===== config.mk =====
export PLATFORM = sky130hd
export DESIGN_NAME = cop_watchdog
export DESIGN_NICKNAME = d
export VERILOG_FILES = /design/src/rtl/cop_pkg.sv /design/src/rtl/cop_datapath.sv /design/src/rtl/cop_ctrl.sv /design/src/rtl/cop_watchdog.sv
export SDC_FILE = /design/constraint.sdc
export NUM_CORES = 1
export LEC_CHECK = 0
export BUFFER_PORTS_ARGS = -buffer_cell sky130_fd_sc_hd__buf_2
export CAP_MARGIN = 20
export CORE_MARGIN = 1
export CORE_UTILIZATION = 60
export CTS_CLUSTER_DIAMETER = 200
export DETAILED_ROUTE_END_ITERATION = 16
export GPL_TIMING_DRIVEN = 0
export PLACE_DENSITY = 0.79
export SLEW_MARGIN = 20
export SYNTH_ARGS = -nofsm -noshare
export SYNTH_HDL_FRONTEND = slang
export SYNTH_SLANG_ARGS = --single-unit
export TNS_END_PERCENT = 100

===== constraint.sdc =====
create_clock -name clk -period 2.6 [get_ports clk]
set_input_delay 0.26 -clock clk [delete_from_list [all_inputs] [get_ports clk]]
set_output_delay 0.26 -clock clk [all_outputs]
set_load 0.05 [all_outputs]

===== src/rtl/cop_pkg.sv =====
`timescale 1ns/1ps
package cop_pkg;
  // Strobes from the control path to the counter datapath
  typedef struct packed {
    logic clear;  // restart both dividers from zero
    logic count;  // advance the pre-divider by one bus cycle
  } copStrobe_t;
endpackage


===== src/rtl/cop_datapath.sv =====
`timescale 1ns/1ps
module cop_datapath
  import cop_pkg::*;
#(
  parameter int PRE_BITS = 15,
  parameter int RATE_W   = 2
) (
  input  logic              clk,
  input  logic              rstN,
  input  copStrobe_t        strb,
  input  logic [RATE_W-1:0] rateSel,
  output logic              termHit
);
  // Post-divider must reach 4^(2^RATE_W - 1) - 1
  localparam int POST_W = 2 * ((1 << RATE_W) - 1);
  localparam logic [PRE_BITS-1:0] PRE_ONE  = PRE_BITS'(1);
  localparam logic [POST_W-1:0]   POST_ONE = POST_W'(1);
  localparam logic [POST_W:0]     SPAN_ONE = (POST_W + 1)'(1);

  logic [PRE_BITS-1:0] preCnt;
  logic [POST_W-1:0]   postCnt;
  logic [POST_W:0]     postSpan;
  logic [POST_W:0]     postLast;
  logic                preWrap;

  // Post-divide factor is 4^rateSel; last index is that minus one
  always_comb begin
    postSpan = SPAN_ONE << {rateSel, 1'b0};
    postLast = postSpan - SPAN_ONE;
  end

  assign preWrap = &preCnt;
  // >= so that lowering the rate mid-count still expires promptly
  assign termHit = preWrap && ({1'b0, postCnt} >= postLast);

  always_ff @(posedge clk) begin
    if (!rstN || strb.clear) begin
      preCnt  <= '0;
      postCnt <= '0;
    end else if (strb.count) begin
      preCnt <= preCnt + PRE_ONE;
      if (preWrap) postCnt <= postCnt + POST_ONE;
    end
  end
endmodule


===== src/rtl/cop_ctrl.sv =====
`timescale 1ns/1ps
module cop_ctrl
  import cop_pkg::*;
(
  input  logic       clk,
  input  logic       rstN,
  input  logic       busEn,
  input  logic       copEn,
  input  logic       service,
  input  logic       termHit,
  output copStrobe_t strb,
  output logic       resetReq
);
  logic countOk;
  logic expire;

  // Service wins over counting and over expiry
  assign countOk = copEn && busEn && !service;
  assign expire  = countOk && termHit;

  always_comb begin
    strb.count = countOk;
    strb.clear = !copEn || service || expire;
  end

  always_ff @(posedge clk) begin
    if (!rstN) resetReq <= 1'b0;
    else       resetReq <= expire;
  end
endmodule


===== src/rtl/cop_watchdog.sv =====
`timescale 1ns/1ps
module cop_watchdog
  import cop_pkg::*;
#(
  parameter int PRE_BITS = 15,
  parameter int RATE_W   = 2
) (
  input  logic              clk,
  input  logic              rstN,
  input  logic              busEn,
  input  logic              copEn,
  input  logic [RATE_W-1:0] rateSel,
  input  logic              service,
  output logic              resetReq
);
  copStrobe_t strb;
  logic       termHit;

  cop_ctrl u_ctrl (
    .clk      (clk),
    .rstN     (rstN),
    .busEn    (busEn),
    .copEn    (copEn),
    .service  (service),
    .termHit  (termHit),
    .strb     (strb),
    .resetReq (resetReq)
  );

  cop_datapath #(
    .PRE_BITS (PRE_BITS),
    .RATE_W   (RATE_W)
  ) u_dp (
    .clk     (clk),
    .rstN    (rstN),
    .strb    (strb),
    .rateSel (rateSel),
    .termHit (termHit)
  );
endmodule


# Yosys cells after proc, flatten, opt, wreduce, memory -nomap -nowiden
# Index checks and enable logic that the tools add are counted.
# op_classes
n_addsub	3
magnitude_cmp	1
shifts	1
n_reduce_logical	12
# op_table
cell	n
$reduce_and A16 Y1	1
$add A15 B1 Y15 const B	1
$reduce_and A15 Y1	1
$ge A6 B7 Y1	1
$shl A1 B3 Y7 const A	1
$sub A7 B1 Y7 const B	1
$add A6 B1 Y6 const B	1
$logic_and A1 B1 Y1	4
$logic_not A1 Y1	3
$logic_or A1 B1 Y1	3
# word_totals
ff_bits	22
input_bits	7
output_inout_bits	1
elab_cells	20

# Longest topological paths before layout
# logic_depth
ltp_word	7
mapped_depth	9
depth_no_buf	8

# Cells and area by module
# A second synthesis with hierarchy kept.
# unflattened
hier_cells	129
area_unflattened_um2	1146.1
# modules_own_cells
mod	instances	cells_per_inst	area_each_um2	seq_area_each_um2
cop_datapath	1	122	1081.0	420.4
cop_ctrl	1	7	65.1	20.0

# Least setup slack after synthesis
# OpenSTA, ideal clock, no wires.
# synth_timing
path_type	input-to-reg
from	input rateSel[1]
to	register u_dp.postCnt[1]
arrival_ns	1.629
required_time_ns	2.530
slack_ns	0.902
cell_stages	9
path_buffers	1
path_cell_list	nor2_1 > inv_1 > ha_1 > nand2b_1 > maj3_1 > o21ai_1 > a21oi_1 > buf_2 > a21oi_1
# synth_between
elab_chain_cells	7
# synth_rtl
element	line_no	source
from (decl)	cop_watchdog.sv:12	input logic [RATE_W-1:0] rateSel,
$shl A1 B3 Y7	cop_datapath.sv:28	postSpan = SPAN_ONE << {rateSel, 1'b0};
$sub A7 B1 Y7	cop_datapath.sv:29	postLast = postSpan - SPAN_ONE;
$ge A6 B7 Y1	cop_datapath.sv:34	assign termHit = preWrap && ({1'b0, postCnt} >= postLast);
$logic_and A1 B1 Y1	cop_datapath.sv:34	
$logic_and A1 B1 Y1	cop_ctrl.sv:19	assign expire = countOk && termHit;
$logic_or A1 B1 Y1	cop_ctrl.sv:23	strb.clear = !copEn || service || expire;
$logic_or A1 B1 Y1	cop_datapath.sv:37	if (!rstN || strb.clear) begin
to (signal assigned)	cop_datapath.sv:42	if (preWrap) postCnt <= postCnt + POST_ONE;
to (decl)	cop_datapath.sv:21	logic [POST_W-1:0] postCnt;
# Every way passes these cells.
# A chain may end at the register's enable or synchronous reset.

# Worst setup path in the final report
# layout_timing
from	register u_dp.postCnt[0]
to	register u_dp.postCnt[4]
# layout_between
elab_chain_cells	5
# layout_rtl
element	line_no
$ge A6 B7 Y1	cop_datapath.sv:34
$logic_and A1 B1 Y1	cop_datapath.sv:34
$logic_and A1 B1 Y1	cop_ctrl.sv:19
$logic_or A1 B1 Y1	cop_ctrl.sv:23
$logic_or A1 B1 Y1	cop_datapath.sv:37
# Several ways; a longest one is shown, not always the timed one.

==> run metrics <==
count of endpoints failing setup in the final report 0; chip height 46.3 um; Synth Area in Compound Gates 0.0553; worst-path cell chain inv_1 -> ha_1 -> nand2b_1 -> maj3_1 -> o21ai_1 -> a21oi_1 -> buf_2 -> a21oi_1; combinational family with the most area after synthesis simple AND/OR/NAND/NOR gates; maximum cell stage delay along the critical path 0.37 ns; max-slew violation count 0; starting utilization of the core area 0.660; Routed WL 2070 um; Worst path top cell family by delay adder cells; total of hold buffers inserted after clock tree synthesis 0; post-route design area 1300 um2; post-CTS setup buffer count 0; count of buffers from port buffering 7; die width 46.3 um; cell occurring most often along the worst timing path sky130_fd_sc_hd__a21oi_1; unrepaired setup endpoints after global routing no; clock-pin slew on the worst setup and hold paths 0.13 ns; Final Hold Vio Count 0; core footprint 1780 um2; required arrival time at the worst endpoint 2.85 ns; DRC marker count from the first detailed-route iteration 16; Total Die Area 2140 um2; Crit Path Category reg -> reg; Post-Synth Adder-Cell Area 0.0829; cell area after synthesis 1180 um2; yosys synthesis warning count 0; slew margin rel. 0.699; critical path fanouts, max 10; remaining number of nets flagged by the antenna check after routing 0; crit share post-route 0.722; Syn Inst Count 134; cell count of the worst reg-to-reg path 8; most common cell after layout, fill and taps aside sky130_fd_sc_hd__nor2_1; time the final worst path needs with I/O delays and setup 1.88 ns; commonest cells after routing, fill and taps aside sky130_fd_sc_hd__nor2_1, sky130_fd_sc_hd__dfxtp_1, sky130_fd_sc_hd__nand2_1, sky130_fd_sc_hd__buf_2, sky130_fd_sc_hd__xnor2_1; pin count of the biggest net entering global routing 14; clk sinks 22; first-pass GRT wire length 3510 um; nets in the synthesized netlist 148; measured slew at the worst slew-check pin 0.441 ns; instance count on the critical path 8; number of buffer and inverter instances along the worst setup path 2; portion of netlist area occupied by mux cells 0.00850; cts bufs inserted 3; max cap viols 0; CP Capture Type flip-flop; CTS tree yes; number of cell rows 15; total of cells resized after clock tree synthesis 0; via count of the first global-routing pass 818; endpoint arrival time on the critical path 2.13 ns; num ports 8; Antenna Cells 0; peak clock frequency supported by timing 0.533 GHz; share of final-layout standard cells stronger than drive strength 1 0.138; vias post-DR 943; #FFs+latches synth 22; Bufs on Longest Clock Path 2; root cell of the clock tree sky130_fd_sc_hd__clkbuf_4; post-synthesis sequential area ratio 0.374; Worst Setup Slack, final 0.722 ns; number of antenna violations at the first check in global routing 0; overall fraction of global-route tracks in use 0.234; standard cell with the maximum stage delay on the critical path sky130_fd_sc_hd__dfxtp_1; Post-layout nets 160; detailed-route wire length per cell 12.2 um; path type of the worst min-delay path in -> reg; share of synthesized cell area in and, or, nand and nor gates 0.325; htree depth 1; source-to-sink clock delay at the later pin of the worst-skew pair 0.31 ns; area share of xor/xnor cells in the synthesized design 0.126; cell area after placement 1240 um2; Worst Hold Path Cells 3; post-synthesis to final-layout area growth 10.1%; setup TNS 0 ns; Vias per Instance 5.55; global placement routability congestion 0.854; total power divided by cell area 487 nW/um2; outcome complete, no violations; worst-case setup slack after placement 0.560 ns; number of distinct library cell variants in the gate-level netlist after synthesis 34; mean instance size in the synthesized netlist 8.79 um2; total leakage power 0.489 nW; overflow left after global routing 0; DR pass1 iterations 4; type of element launching the critical path flip-flop; HPWL after DPL 1620 um; final clock skew 0.00908 ns; post-route DRC violation count 0; Fin Hold WS 0.254 ns; peak ir drop on the vdd network 500 uV
## cell families (layout without fill, tap and decap cells)
kind of cell	Yosys count	count (layout)
adder cells (fa/ha/maj)	8	8
multiplexers	1	1
XOR/XNOR	17	17
AO/OA/AOI/OAI	11	11
flip-flops	22	22
buffers and inverters	8	19
AND/OR/NAND/NOR	67	67
## worst paths after layout
kind / start / endpoint / slack [ns]
worst max register to register: u_dp.postCnt[0] / u_dp.postCnt[4] / 0.72
worst max-delay path: u_dp.postCnt[0] / u_dp.postCnt[4] / 0.72
worst min-delay path: rstN / u_ctrl.resetReq / 0.25
worst min register to register: u_dp.postCnt[1] / u_dp.postCnt[1] / 0.50
## metal layers
metal	up-vias	routed length, um	track usage
li1	485	-	-
met1	435	1010	0.317
met2	21	963	0.355
met3	2	87	0.0824
met4	0	12	0.0529
met5	-	0	0
## tightest hold or removal path, stage by stage
cell and delay [ns]:
sky130_fd_sc_hd__buf_2 0.11, sky130_fd_sc_hd__nand3_1 0.08, sky130_fd_sc_hd__a2111oi_0 0.07
## Yosys cell counts (all sizes together)
cell	count	area share
inv	6	0.019
maj3	1	0.0085
dfxtp	22	0.37
nor4	2	0.023
and4	2	0.015
nand4b	1	0.0074
buf	2	0.0085
nand2	11	0.035
nand2b	2	0.011
or3	2	0.011
mux2i	1	0.0085
ha	7	0.074
xor2	8	0.060
and2	1	0.0053
nand4	5	0.032
a2111oi	1	0.0074
and3	1	0.0053
o21ai	3	0.013
nor2	24	0.079
xnor2	9	0.067
nor3	4	0.031
nand3	9	0.043
nand3b	2	0.023
nor2b	1	0.0053
o2111a	1	0.0096
a21oi	6	0.026
## where the power goes
group          switching [mW]  total [mW]  internal (mW)
combinational          0.0185      0.0311         0.0126
sequential           0.000605       0.338          0.337
clock                   0.106       0.262          0.156
total                   0.125       0.631          0.506
## layout make-up
type / instances / area (um2)
Fill cell: 136 / 487
Sequential cell: 22 / 440
Buffer: 2 / 10.0
Inverter: 6 / 22.5
Tap cell: 25 / 31.3
Clock inverter: 1 / 30.0
Clock buffer: 3 / 22.5
Timing Repair Buffer: 7 / 35.0
Multi-Input combinational cell: 104 / 704
## metrics by stage
step	cells	total power, mW	utilization
after floorplan	134	0.364	-
after global placement	166	0.376	0.698
after CTS	170	0.637	0.727
after global routing	170	0.655	0.727
final	170	0.631	0.727
after detailed placement	166	0.377	0.698
## flip-flops by register name, indices dropped and copies added (netlist names)
name / cells
u_ctrl.resetReq: 1
u_dp.postCnt: 6
u_dp.preCnt: 15
Power figures use the tool's default switching activity.
